### src/rtl/alarm_pkg.sv
package alarm_pkg;

    // Edge sensitivity chosen per event source
    typedef enum logic {
        EDGE_RISE = 1'b0,
        EDGE_BOTH = 1'b1
    } edge_mode_e;

    // Source slot indices inside the merged event vector
    localparam int unsigned SRC_HOST    = 0;
    localparam int unsigned SRC_WON     = 1;
    localparam int unsigned SRC_EXPIRED = 2;
    localparam int unsigned SRC_DONE    = 3;
    localparam int unsigned SRC_TIMEOUT = 4;
    localparam int unsigned NUM_SRC     = 5;

    function automatic edge_mode_e mode_of(input int unsigned idx);
        return (idx == SRC_HOST) ? EDGE_BOTH : EDGE_RISE;
    endfunction

endpackage

### src/rtl/alarm_sync_edge.sv
module alarm_sync_edge
    import alarm_pkg::*;
#(
    parameter edge_mode_e MODE        = EDGE_RISE,
    parameter int unsigned SYNC_STAGES = 2
) (
    input  logic clk,
    input  logic rst,
    input  logic level_i,
    output logic event_o
);

    localparam int unsigned TOP = SYNC_STAGES - 1;

    typedef struct packed {
        logic [SYNC_STAGES-1:0] chain;
        logic                   hist;
    } sync_st_t;

    sync_st_t st_d, st_q;

    always_comb begin
        st_d = st_q;
        if (SYNC_STAGES > 1) begin
            st_d.chain = {st_q.chain[SYNC_STAGES-2:0], level_i};
        end else begin
            st_d.chain[0] = level_i;
        end
        // History follows the settled level; in reset this primes it
        st_d.hist = st_q.chain[TOP];
        if (rst) begin
            st_d.hist = st_q.chain[TOP];
        end
    end

    always_ff @(posedge clk) begin
        st_q <= st_d;
    end

    generate
        if (MODE == EDGE_BOTH) begin : g_both
            assign event_o = !rst && (st_q.chain[TOP] != st_q.hist);
        end else begin : g_rise
            assign event_o = !rst && st_q.chain[TOP] && !st_q.hist;
        end
    endgenerate

endmodule

### src/rtl/alarm_event_merge.sv
module alarm_event_merge #(
    parameter int unsigned N = 5
) (
    input  logic [N-1:0] ev_i,
    output logic         any_o
);

    always_comb begin
        any_o = 1'b0;
        for (int unsigned i = 0; i < N; i++) begin
            any_o = any_o | ev_i[i];
        end
    end

endmodule

### src/rtl/alarm_oneshot.sv
module alarm_oneshot #(
    parameter int unsigned PULSE_CYC = 3_200_000
) (
    input  logic clk,
    input  logic rst,
    input  logic trig_i,
    output logic spk_n_o
);

    localparam int unsigned CNT_W = $clog2(PULSE_CYC + 1);
    localparam logic [CNT_W-1:0] LOAD = CNT_W'(PULSE_CYC);

    typedef struct packed {
        logic [CNT_W-1:0] cnt;
    } shot_st_t;

    shot_st_t st_d, st_q;

    always_comb begin
        st_d = st_q;
        if (rst) begin
            st_d.cnt = '0;
        end else if (trig_i) begin
            st_d.cnt = LOAD;
        end else if (st_q.cnt != '0) begin
            st_d.cnt = st_q.cnt - 1'b1;
        end
    end

    always_ff @(posedge clk) begin
        st_q <= st_d;
    end

    assign spk_n_o = (st_q.cnt == '0);

endmodule

### src/rtl/alarm_pulse_gen.sv
module alarm_pulse_gen
    import alarm_pkg::*;
#(
    parameter int unsigned CLK_HZ      = 32_000_000,
    parameter int unsigned PULSE_MS    = 100,
    parameter int unsigned SYNC_STAGES = 2
) (
    input  logic clk,
    input  logic rst,
    input  logic host_start_i,
    input  logic buzz_won_i,
    input  logic buzz_expired_i,
    input  logic ans_done_i,
    input  logic ans_timeout_i,
    output logic spk_n_o
);

    localparam int unsigned PULSE_CYC = CLK_HZ / 1000 * PULSE_MS;

    logic [NUM_SRC-1:0] src_lvl;
    logic [NUM_SRC-1:0] ev_vec;
    logic               ev_any;

    always_comb begin
        src_lvl              = '0;
        src_lvl[SRC_HOST]    = host_start_i;
        src_lvl[SRC_WON]     = buzz_won_i;
        src_lvl[SRC_EXPIRED] = buzz_expired_i;
        src_lvl[SRC_DONE]    = ans_done_i;
        src_lvl[SRC_TIMEOUT] = ans_timeout_i;
    end

    generate
        for (genvar i = 0; i < NUM_SRC; i++) begin : g_src
            alarm_sync_edge #(
                .MODE        (mode_of(i)),
                .SYNC_STAGES (SYNC_STAGES)
            ) u_edge (
                .clk     (clk),
                .rst     (rst),
                .level_i (src_lvl[i]),
                .event_o (ev_vec[i])
            );
        end
    endgenerate

    alarm_event_merge #(.N(NUM_SRC)) u_merge (
        .ev_i  (ev_vec),
        .any_o (ev_any)
    );

    alarm_oneshot #(.PULSE_CYC(PULSE_CYC)) u_shot (
        .clk     (clk),
        .rst     (rst),
        .trig_i  (ev_any),
        .spk_n_o (spk_n_o)
    );

endmodule

### config.mk
export PLATFORM = sky130hd
export DESIGN_NAME = alarm_pulse_gen
export DESIGN_NICKNAME = d
export VERILOG_FILES = /design/src/rtl/alarm_pkg.sv /design/src/rtl/alarm_sync_edge.sv /design/src/rtl/alarm_event_merge.sv /design/src/rtl/alarm_oneshot.sv /design/src/rtl/alarm_pulse_gen.sv
export SDC_FILE = /design/constraint.sdc
export NUM_CORES = 1
export LEC_CHECK = 0
export BUFFER_PORTS_ARGS = -buffer_cell sky130_fd_sc_hd__buf_2
export CORE_AREA = 2 2 56 58
export CTS_CLUSTER_DIAMETER = 150
export DETAILED_ROUTE_END_ITERATION = 10
export DIE_AREA = 0 0 58 60
export HOLD_SLACK_MARGIN = 0.1
export PLACE_DENSITY = 0.75
export SYNTH_ARGS = -nofsm -noshare
export SYNTH_HDL_FRONTEND = slang
export SYNTH_SLANG_ARGS = --single-unit
### constraint.sdc
create_clock -name clk -period 2.4 [get_ports clk]
set_clock_uncertainty 0.05 [all_clocks]
set_input_delay 0.36 -clock clk [delete_from_list [all_inputs] [get_ports clk]]
set_output_delay 0.36 -clock clk [all_outputs]
set_load 0.02 [all_outputs]
# Word-level counts from Yosys, hierarchy flattened
# Cells that the tools add are included.
# word_totals
reg_bits	37
inputBits	7
output_inout_bits	1
wordCells	38
# op_classes
addsub	1
eq_ne	1
n_mux	2
n_bitwise	4
n_reduce_logical	18
# op_table
operator	n
22-bit 2-to-1 mux	2
22-bit zero test	1
22-bit nonzero test	1
22-bit by 1-bit subtractor with 22-bit output (second input constant)	1
1-bit logical AND	9
1-bit zero test	5
1-bit bitwise OR	4
2-bit nonzero test	1
2-bit OR reduction	1
1-bit inequality test	1

# Depth between registers and ports, before layout
# Gate-level depths: netlist of run 1.
# depth
word_depth	8
ltp_mapped	8
mapped_depth_nobuf	6

# By module
# Synthesis of run 1 repeated with hierarchy kept, for this count alone.
# unflattened
hier_cells	174
hier_area_um2	1624.1
# modules_own_cells
module	n_inst	cells_each	area_per_inst_um2
alarm_oneshot	1	150	1248.7
alarm_sync_edge at g_src[1].u_edge ...	4	4	72.6
alarm_sync_edge at g_src[0].u_edge	1	5	72.6
alarm_event_merge	1	3	12.5

# Worst setup path before layout of run 1
# No wires, ideal clock.
# synth_path
path_type	register -> register
start	register u_shot.st_q[12] (netlist bit)
end	register u_shot.st_q[17] (netlist bit)
setup_ns	0.070
t_arrival_ns	1.821
t_required_ns	2.280
slack_ns	0.459
stages_incl_launch_ff	5
n_path_buf	0
cell_sequence	dfxtp_1 > or4_4 > or3_1 > or4_1 > a21oi_1
# synth_via
elab_chain_cells	1
# synth_rtl
element	line_no	rtl
start: declaration	alarm_oneshot.sv:17	shot_st_t st_d, st_q;
start signal: assignment	alarm_oneshot.sv:31	st_q <= st_d;
22-bit by 1-bit subtractor with 22-bit output or 22-bit nonzero test (tied branches)	alarm_oneshot.sv:26, alarm_oneshot.sv:25	
# Several ways; a longest one is shown, not always the timed one.
# A chain may end at the register's enable or synchronous reset.

# Worst setup path in the final report of run 1
# layout_path
start	register u_shot.st_q[12] (netlist bit)
end	output spk_n_o
# layout_via
elab_chain_cells	1
# layout_rtl
element	line_no	rtl
22-bit zero test	alarm_oneshot.sv:34	assign spk_n_o = (st_q.cnt == '0);
end: declaration	alarm_pulse_gen.sv:15	output logic spk_n_o
# No other way between the ends.

==> results of run 1 <==
==> synthesized netlist by cell type, types with 3 or more instances <==
cell type / number / area share, %
nand2_1: 4 / 0.94
nand4_1: 3 / 1.2
or4bb_1: 4 / 2.8
nor2_1: 5 / 1.2
inv_1: 5 / 1.2
a31oi_1: 6 / 2.3
clkbuf_1: 7 / 1.6
or3_1: 5 / 2.0
o21ai_0: 3 / 0.94
mux2i_1: 5 / 3.1
a21oi_1: 11 / 3.4
dfxtp_1: 37 / 46
or4_1: 9 / 4.2
o31ai_1: 8 / 3.7
nor3_1: 4 / 1.2
nor2b_1: 4 / 1.6
a211oi_1: 3 / 1.4
nand4b_1: 7 / 3.8
nor4_1: 3 / 1.2
==> state kept, by name, indices dropped and copies added, names as in the netlist <==
name and flops:
g_src.u_edge.st_d 10, g_src.u_edge.st_q 5, u_shot.st_q 22
==> cells by family after synthesis <==
family / Yosys count
flops: 37
xor+xnor: 1
buf+inv: 14
compound gates: 37
simple gates: 66
fa+ha+maj: 2
mux: 5
==> timing repair <==
action / CTS / global route
hold endpoints to repair: 5 / 0
buffers inserted: 0 / 0
hold buffers: 5 / 0
setup endpoints to repair: 0 / 1
gates resized for setup: 0 / 2
==> final timing paths <==
kind	start	to	slack, ns
max	u_shot.st_q[12]$_SDFFE_PP0P_	spk_n_o	0.16
min	g_src[1].u_edge.st_d[2]$_DFF_P_	g_src[1].u_edge.st_d[0]$_DFF_P_	0.29
max reg2reg	u_shot.st_q[0]$_SDFFE_PP0P_	u_shot.st_q[12]$_SDFFE_PP0P_	0.25
min reg2reg	g_src[1].u_edge.st_d[2]$_DFF_P_	g_src[1].u_edge.st_d[0]$_DFF_P_	0.29
==> critical path, delay by kind of cell, from the launching register on <==
family / cells / cell delay (ns)
AND/OR/NAND/NOR: 3 / 0.90
buffers and inverters: 1 / 0.19
flip-flops: 1 / 0.40
==> cell type report <==
cell class	instances	area, sq um	share of cell area [%]
sequential	37	740.7	40.14
multi-input combinational	111	818.3	44.34
timing repair buffer	19	137.6	7.458
clock buffer	6	51.30	2.780
inverter	5	18.77	1.017
tap	33	41.29	2.237
clock inverter	2	37.54	2.034
==> stage by stage <==
stage | instance area [sq um] | setup slack, ns | util (%) | total power, mW | hold WS, ns
final | 1846 | 0.1560 | 63.58 | 1.383 | 0.2889
after CTS | 1828 | 0.05000 | 62.97 | 1.383 | 0.2901
after detailed placement | 1689 | 0.2743 | 58.19 | 0.9262 | 0.2621
after floorplan | 1604 | 0.4593 | - | 0.8485 | 0.2596
after global routing | 1846 | 0.003070 | 63.58 | 1.446 | 0.2964
after global placement | 1689 | 0.4273 | 58.19 | 0.9110 | 0.2598
==> power groups by stage <==
stage	Clock [mW]	Combinational [mW]	Sequential [mW]
after global routing	0.488	0.277	0.681
after floorplan	0	0.169	0.679
after CTS	0.463	0.246	0.674
after detailed placement	0	0.239	0.688
final	0.454	0.253	0.677
after global placement	0	0.227	0.684
==> metal layers <==
metal  routed length [um]  share of wire, %  up-vias
li1                     -                 -      663
met2                 1732                50       39
met5                    0                 0        -
met3                  158               4.5       13
met1                 1488                43      646
met4                  103               3.0        0
==> impl_metrics.yaml, run 1 <==
hold_path:
  min_path_type: "reg -> reg"
  min_delay_path_depth: 0
sta:
  timing_hold_violations_final: 0
  setup_viol: 0
  fin_crit_sh_pct: 93.50
  slew_viol_final: 0
  slew_headroom_pct: 64.63
  worst_slew_pin_slew_ns: 0.5257
  fmax_ghz: 0.4456
  finalCriticalPeriod_ns: 2.244
  rsz0062_at_grt: "false"
  tns_ns: 0
place:
  io_buffer_count: 7
  dpl.hpwl_um: 2428
  placedCellCount: 200
  routabilityCongestion: 0.8100
floorplan:
  fp.dieW_um: 58
  core_sq_um: 2903
  start_util_pct: 55.26
  ioPinCount: 8
  die_area_sq_um: 3480
  die-height_um: 60
  fp-row-count: 20
layout:
  layout-drive-gt1-share_pct: 17.22
  syn2layout_area_growth_pct: 15.05
  nets: 188
  fin_cells: 213
  n_antenna_cell: 0
  fillers: 242
  layout_common_cells: "dfxtp_1 (37), a21oi_1 (11), or4_1 (9), o31ai_1 (8)"
  final_common_cell: "dfxtp_1"
clock_tree:
  cts_tree: "built"
  cts_buffers: 5
  clk_path_buf_depth: 2
  cts.sinks: 37
  h-tree-depth: 2
  clk_latency_ns: 0.34
  clk_pin_slew_worst_paths_ns: 0.11
  cts_root_buffer: "clkbuf_4"
power_and_ir_drop:
  power_frac_clock_pct: 32.8
  cellPowerDensity_nw_per_um2: 749.4
  seqPwrFrac_pct: 48.9
  switching_share_pct: 27.01
  p_int_mw: 1.009
  peakVddDrop_uv: 693.1
  power.switching_mw: 0.3736
  comb_power_share_pct: 18.3
  p_leak_nw: 0.7162
synth:
  async_flop_share_pct: 0
  syn_inst: 162
  ys_seq_area_share_pct: 46.18
  synthAdderAreaFrac_pct: 1.560
  syn_avg_cell_area_sq_um: 9.901
  syn_nets: 171
  yosysWarnings: 0
  ys_seq_elements: 37
  synth_edf_count: 0
  synth_compound_area_share_pct: 15.05
  ys.flop_type: "dfxtp_1"
  synthMuxAreaShare_pct: 3.120
  synth_area_sq_um: 1604
  yosys.area_share.xor_xnor_pct: 0.5460
  ys_types: 42
  yosys.area_share.simple_pct: 29.56
  synth_top_family_by_area: "simple AND/OR/NAND/NOR gates"
global_routing:
  top_usage_layer: "met2"
  grt.met3_usage_pct: 6.710
  track_usage_pct: 22.04
  gr-usage-met1_pct: 25.37
  grt_max_degree: 18
  grt_pass1_wl_um: 5740
  use_met2_pct: 35.55
  grt_pass1_vias: 1319
  grt_overflow: 0
  antenna_found_initial: 0
detailed_routing:
  wire_per_inst_um: 16.35
  drc: 0
  ant_nets: 0
  drtIter0Drc: 87
  dr.pass1.iters: 4
  vias: 1361
  routed_wl_um: 3483
  routed_via_density: 6.390
worst_setup_path:
  rr_worst_depth: 6
  critPathSlowestCell: "dfxtp_1"
  critical_path_class: "reg -> out"
  cp-end-kind: "primary output"
  cp_max_fo: 7
  arrival_ns: 1.83
  required_ns: 1.99
  critPathMaxStageDelay_ns: 0.40
  path_cells: "nor4_4, nand4_1, nor2_1, buf_2"
  critPathLaunchType: "register"
job:
  max_cap_viol_count: 0
outcome:
  status: "complete, no violations"
No activity file was read; power rests on OpenSTA's default activity.
==> run 2: changes to the inputs <==
--- a/config.mk
+++ b/config.mk
@@ -5,7 +5,7 @@
 export SDC_FILE = /design/constraint.sdc
 export NUM_CORES = 1
 export LEC_CHECK = 0
-export BUFFER_PORTS_ARGS = -buffer_cell sky130_fd_sc_hd__buf_2
+export BUFFER_PORTS_ARGS = -buffer_cell sky130_fd_sc_hd__clkbuf_2
 export CORE_AREA = 2 2 56 58
 export CTS_CLUSTER_DIAMETER = 150
 export DETAILED_ROUTE_END_ITERATION = 10
==> impl_metrics.yaml, run 2 (synthesized netlist as in run 1, its figures left out) <==
worst_setup_path:
  required_ns: 1.99
  worstReg2RegStart: "u_shot.st_q[12]$_SDFFE_PP0P_"
  critical_path_class: "reg -> out"
  crit_buf_inv: 1
  crit_family: "simple AND/OR/NAND/NOR gates"
  crit_path_start: "u_shot.st_q[12]$_SDFFE_PP0P_"
  arrival_ns: 1.82
  cp_max_fo: 7
  path_cells: "nor4_4, nand4_1, nor2_1, clkbuf_2"
  cp-end-kind: "primary output"
  critPathMaxStageDelay_ns: 0.41
  critPathLaunchType: "register"
  critPathSlowestCell: "dfxtp_1"
layout:
  layout-drive-gt1-share_pct: 17.22
  largest-register: "u_shot.st_q"
  syn2layout_area_growth_pct: 13.26
  fin_cells: 213
  final_common_cell: "dfxtp_1"
  seq_area_sq_um: 740.7
  largest_reg_flops: 22
  fillers: 259
  n_antenna_cell: 0
  nets: 188
  layout_common_cells: "dfxtp_1 (37), a21oi_1 (11), or4_1 (9), o31ai_1 (8)"
  final_cell_area_sq_um: 1817
  multiInputGateArea_sq_um: 818.3
place:
  post-place-ws_ns: 0.3511
  post_dp_cell_area_sq_um: 1689
  placedCellCount: 200
  dpl.hpwl_um: 2306
  routabilityCongestion: 0.8015
  io_buffer_count: 7
floorplan:
  ioPinCount: 8
  core_sq_um: 2903
  die_area_sq_um: 3480
  fp-row-count: 20
  fp.dieW_um: 58
  start_util_pct: 55.26
  die-height_um: 60
sta:
  finalCriticalPeriod_ns: 2.226
  timing_hold_violations_final: 0
  setup_viol: 0
  timing.hold.ws_ns: 0.2914
  rsz0062_at_grt: "false"
  fin_crit_sh_pct: 92.76
  worst_slew_pin_slew_ns: 0.5135
  tns_ns: 0
  setup_slack_ns: 0.1738
  slew_headroom_pct: 65.45
  slew_viol_final: 0
  fmax_ghz: 0.4492
clock_tree:
  h-tree-depth: 2
  cts_root_buffer: "clkbuf_4"
  cts_buffers: 5
  clk_latency_ns: 0.36
  cts_tree: "built"
  clk_pin_slew_worst_paths_ns: 0.12
  cts.sinks: 37
  clk_path_buf_depth: 2
hold_path:
  min_from: "g_src[3].u_edge.st_d[2]$_DFF_P_"
  min_path_type: "reg -> reg"
global_routing:
  antenna_found_initial: 0
  grt_overflow: 0
  grt_pass1_wl_um: 5747
  grt_max_degree: 18
  track_usage_pct: 22.20
  grt_pass1_vias: 1259
job:
  max_cap_viol_count: 0
power_and_ir_drop:
  p_leak_nw: 0.6956
  cellPowerDensity_nw_per_um2: 693.5
  peakVddDrop_uv: 563.9
outcome:
  status: "complete, no violations"
detailed_routing:
  drtIter0Drc: 129
  dr.pass1.iters: 4
  ant_nets: 0
  vias: 1348
  wire_per_inst_um: 16.03
  drc: 0
  routed_wl_um: 3415
  routed_via_density: 6.329
## run 2: area by class of cell
class,count,area share [%]
sequential,37,40.77
clock inverter,3,1.240
timing repair buffer,19,7.576
clock buffer,5,2.066
tap,33,2.273
multi-input combinational,111,45.04
inverter,5,1.033
## run 2: worst paths after layout
check	cells past startpoint	end	slack (ns)
worst max-delay path	4	spk_n_o	0.17
worst max register to register	4	u_shot.st_q[17]$_SDFFE_PP0P_	0.30
worst min-delay path	0	g_src[3].u_edge.st_d[0]$_DFF_P_	0.29
worst min register to register	0	g_src[3].u_edge.st_d[0]$_DFF_P_	0.29
## run 2: power by group
part           switching [mW]  leakage, nW  internal (mW)
clock                   0.221       0.0234          0.113
combinational           0.134        0.365          0.116
sequential             0.0301        0.307          0.646
## run 2: per-layer routing
metal	GRT usage, %	routed length [um]	up-vias
li1	-	-	669
met1	27.05	1513	634
met2	35.23	1645	33
met3	5.844	141	12
met4	13.29	114	0
met5	0	0	-
## run 2: repair_timing
| action | 4_1_cts | 5_1_grt |
|---|---|---|
| setup endpoints to repair | 0 | 1 |
| hold buffers | 5 | 0 |
| endpoints found under the hold margin | 5 | 0 |
| buffers inserted | 0 | 0 |
| resized for setup | 0 | 2 |
## run 2: worst reg2reg max path: cells and delay by family (launching register included)
family | cells | cell delay (ns)
AND/OR/NAND/NOR | 3 | 1.41
AO/OA/AOI/OAI | 1 | 0.16
flip-flops | 1 | 0.41
## run 2: through the flow
| stage | util (%) | total power, mW |
|---|---|---|
| floorplan | - | 0.8485 |
| global placement | 58.19 | 0.9111 |
| detailed placement | 58.19 | 0.9221 |
| CTS | 61.98 | 1.258 |
| global route | 62.59 | 1.325 |
| finish | 62.59 | 1.260 |
==> run 3: changes to the inputs <==
--- a/config.mk
+++ b/config.mk
@@ -6,12 +6,12 @@
 export NUM_CORES = 1
 export LEC_CHECK = 0
 export BUFFER_PORTS_ARGS = -buffer_cell sky130_fd_sc_hd__clkbuf_2
-export CORE_AREA = 2 2 56 58
+export CORE_AREA = 2 2 55 57
 export CTS_CLUSTER_DIAMETER = 150
 export DETAILED_ROUTE_END_ITERATION = 10
-export DIE_AREA = 0 0 58 60
+export DIE_AREA = 0 0 57 59
 export HOLD_SLACK_MARGIN = 0.1
-export PLACE_DENSITY = 0.75
+export PLACE_DENSITY = 0.77
 export SYNTH_ARGS = -nofsm -noshare
 export SYNTH_HDL_FRONTEND = slang
 export SYNTH_SLANG_ARGS = --single-unit
==> constraint.sdc (replaced) <==
create_clock -name clk -period 2.8 [get_ports clk]
set_clock_uncertainty 0.05 [all_clocks]
set_input_delay 0.42 -clock clk [delete_from_list [all_inputs] [get_ports clk]]
set_output_delay 0.42 -clock clk [all_outputs]
set_load 0.02 [all_outputs]
==> impl_metrics.yaml, run 3 (synthesized netlist as in run 1, its figures left out) <==
outcome:
  status: "complete, no violations"
sta:
  rsz0062_at_grt: "false"
  setup_viol: 0
  timing_hold_violations_final: 0
  slew_viol_final: 0
  finalCriticalPeriod_ns: 2.430
  fmax_ghz: 0.4115
  worst_slew_pin_slew_ns: 0.5603
  fin_crit_sh_pct: 86.78
  tns_ns: 0
  setup_slack_ns: 0.3700
  timing.hold.ws_ns: 0.2902
  slew_headroom_pct: 62.30
worst_setup_path:
  rr_worst_depth: 4
  required_ns: 2.33
  crit_path_start: "u_shot.st_q[12]$_SDFFE_PP0P_"
  endpoint: "spk_n_o"
  critPathLaunchType: "register"
  critical_path_class: "reg -> out"
  cp_max_fo: 7
  r2r_end: "u_shot.st_q[12]$_SDFFE_PP0P_"
  worstReg2RegStart: "u_shot.st_q[2]$_SDFFE_PP0P_"
  r2r_setup_slack_ns: 0.65
  arrival_ns: 1.96
  cp-end-kind: "primary output"
layout:
  seq_area_sq_um: 740.7
  syn2layout_area_growth_pct: 10.14
  multiInputGateArea_sq_um: 800.8
  final_common_cell: "dfxtp_1"
  fillers: 233
  largest-register: "u_shot.st_q"
  layout_common_cells: "dfxtp_1 (37), a21oi_1 (11), or4_1 (9), o31ai_1 (8)"
  fin_cells: 207
  largest_reg_flops: 22
  final_cell_area_sq_um: 1767
  final_util_pct: 65.19
  layout-drive-gt1-share_pct: 15.34
  nets: 184
  n_antenna_cell: 0
clock_tree:
  cts_root_buffer: "clkbuf_4"
  cts.sinks: 37
  cts_tree: "built"
  clk_path_buf_depth: 2
  post-cts-setup-buffer-count: 0
  ctsHoldBuffers: 5
  clk_latency_ns: 0.36
  cts_resized: 0
  clk_pin_slew_worst_paths_ns: 0.11
  h-tree-depth: 2
  cts_buffers: 5
detailed_routing:
  routed_via_density: 6.357
  wire_per_inst_um: 15.67
  dr.pass1.iters: 4
  routed_wl_um: 3243
  vias: 1316
  ant_nets: 0
  drtIter0Drc: 84
  drc: 0
global_routing:
  gr-usage-met1_pct: 25.31
  grt.met3_usage_pct: 4.585
  top_usage_layer: "met2"
  track_usage_pct: 20.94
  grt_overflow: 0
  grt_pass1_vias: 1237
  antenna_found_initial: 0
  grt_pass1_wl_um: 5257
  use_met2_pct: 32.68
  grt_max_degree: 18
place:
  post-place-ws_ns: 0.6922
  io_buffer_count: 7
  dpl.hpwl_um: 2229
  placedCellCount: 194
  post_dp_cell_area_sq_um: 1657
  routabilityCongestion: 0.8785
hold_path:
  min_path_type: "reg -> reg"
power_and_ir_drop:
  p_leak_nw: 0.6704
  peakVddDrop_uv: 599.7
  power_mw: 1.059
  cellPowerDensity_nw_per_um2: 599.5
floorplan:
  start_util_pct: 59.19
  ioPinCount: 8
  die_area_sq_um: 3363
  core_sq_um: 2710
  fp.dieW_um: 57
  fp-row-count: 19
  die-height_um: 59
job:
  max_cap_viol_count: 0
-- run 3: area by class of cell --
class,count,area share (%)
multi-input cells,111,45.33
flip-flops and latches,37,41.93
repair buffers,15,6.091
well taps,31,2.195
clock buffers,5,2.125
clock inverters,3,1.275
inverters,5,1.062
-- run 3: worst min path at each step --
stage                                    startpoint  cells past startpoint                         endpoint
finish              g_src[2].u_edge.st_d[2]$_DFF_P_                      0  g_src[2].u_edge.st_d[0]$_DFF_P_
floorplan           g_src[0].u_edge.st_d[2]$_DFF_P_                      0  g_src[0].u_edge.st_d[0]$_DFF_P_
detailed placement  g_src[1].u_edge.st_d[2]$_DFF_P_                      0  g_src[1].u_edge.st_d[0]$_DFF_P_
global placement    g_src[2].u_edge.st_d[2]$_DFF_P_                      0  g_src[2].u_edge.st_d[0]$_DFF_P_
global route        g_src[1].u_edge.st_d[2]$_DFF_P_                      0  g_src[1].u_edge.st_d[0]$_DFF_P_
CTS                 g_src[1].u_edge.st_d[2]$_DFF_P_                      0  g_src[1].u_edge.st_d[0]$_DFF_P_
-- run 3: routing by layer --
layer  share of wire, %  up-vias
li1                   -      658
met1                 46      615
met2                 47       35
met4                2.4        0
met3                3.9        8
met5                  0        -
-- run 3: where the power goes --
group / internal [mW] / switching, mW
Combinational: 0.0848 / 0.110
Clock: 0.0969 / 0.190
Sequential: 0.554 / 0.0240
Total: 0.736 / 0.324
-- run 3: critical path, cell delays in order, from the launching register on --
cell	delay, ns
dfxtp_1	0.39
nor4_2	0.52
nand4_1	0.28
nor2_1	0.23
clkbuf_2	0.20
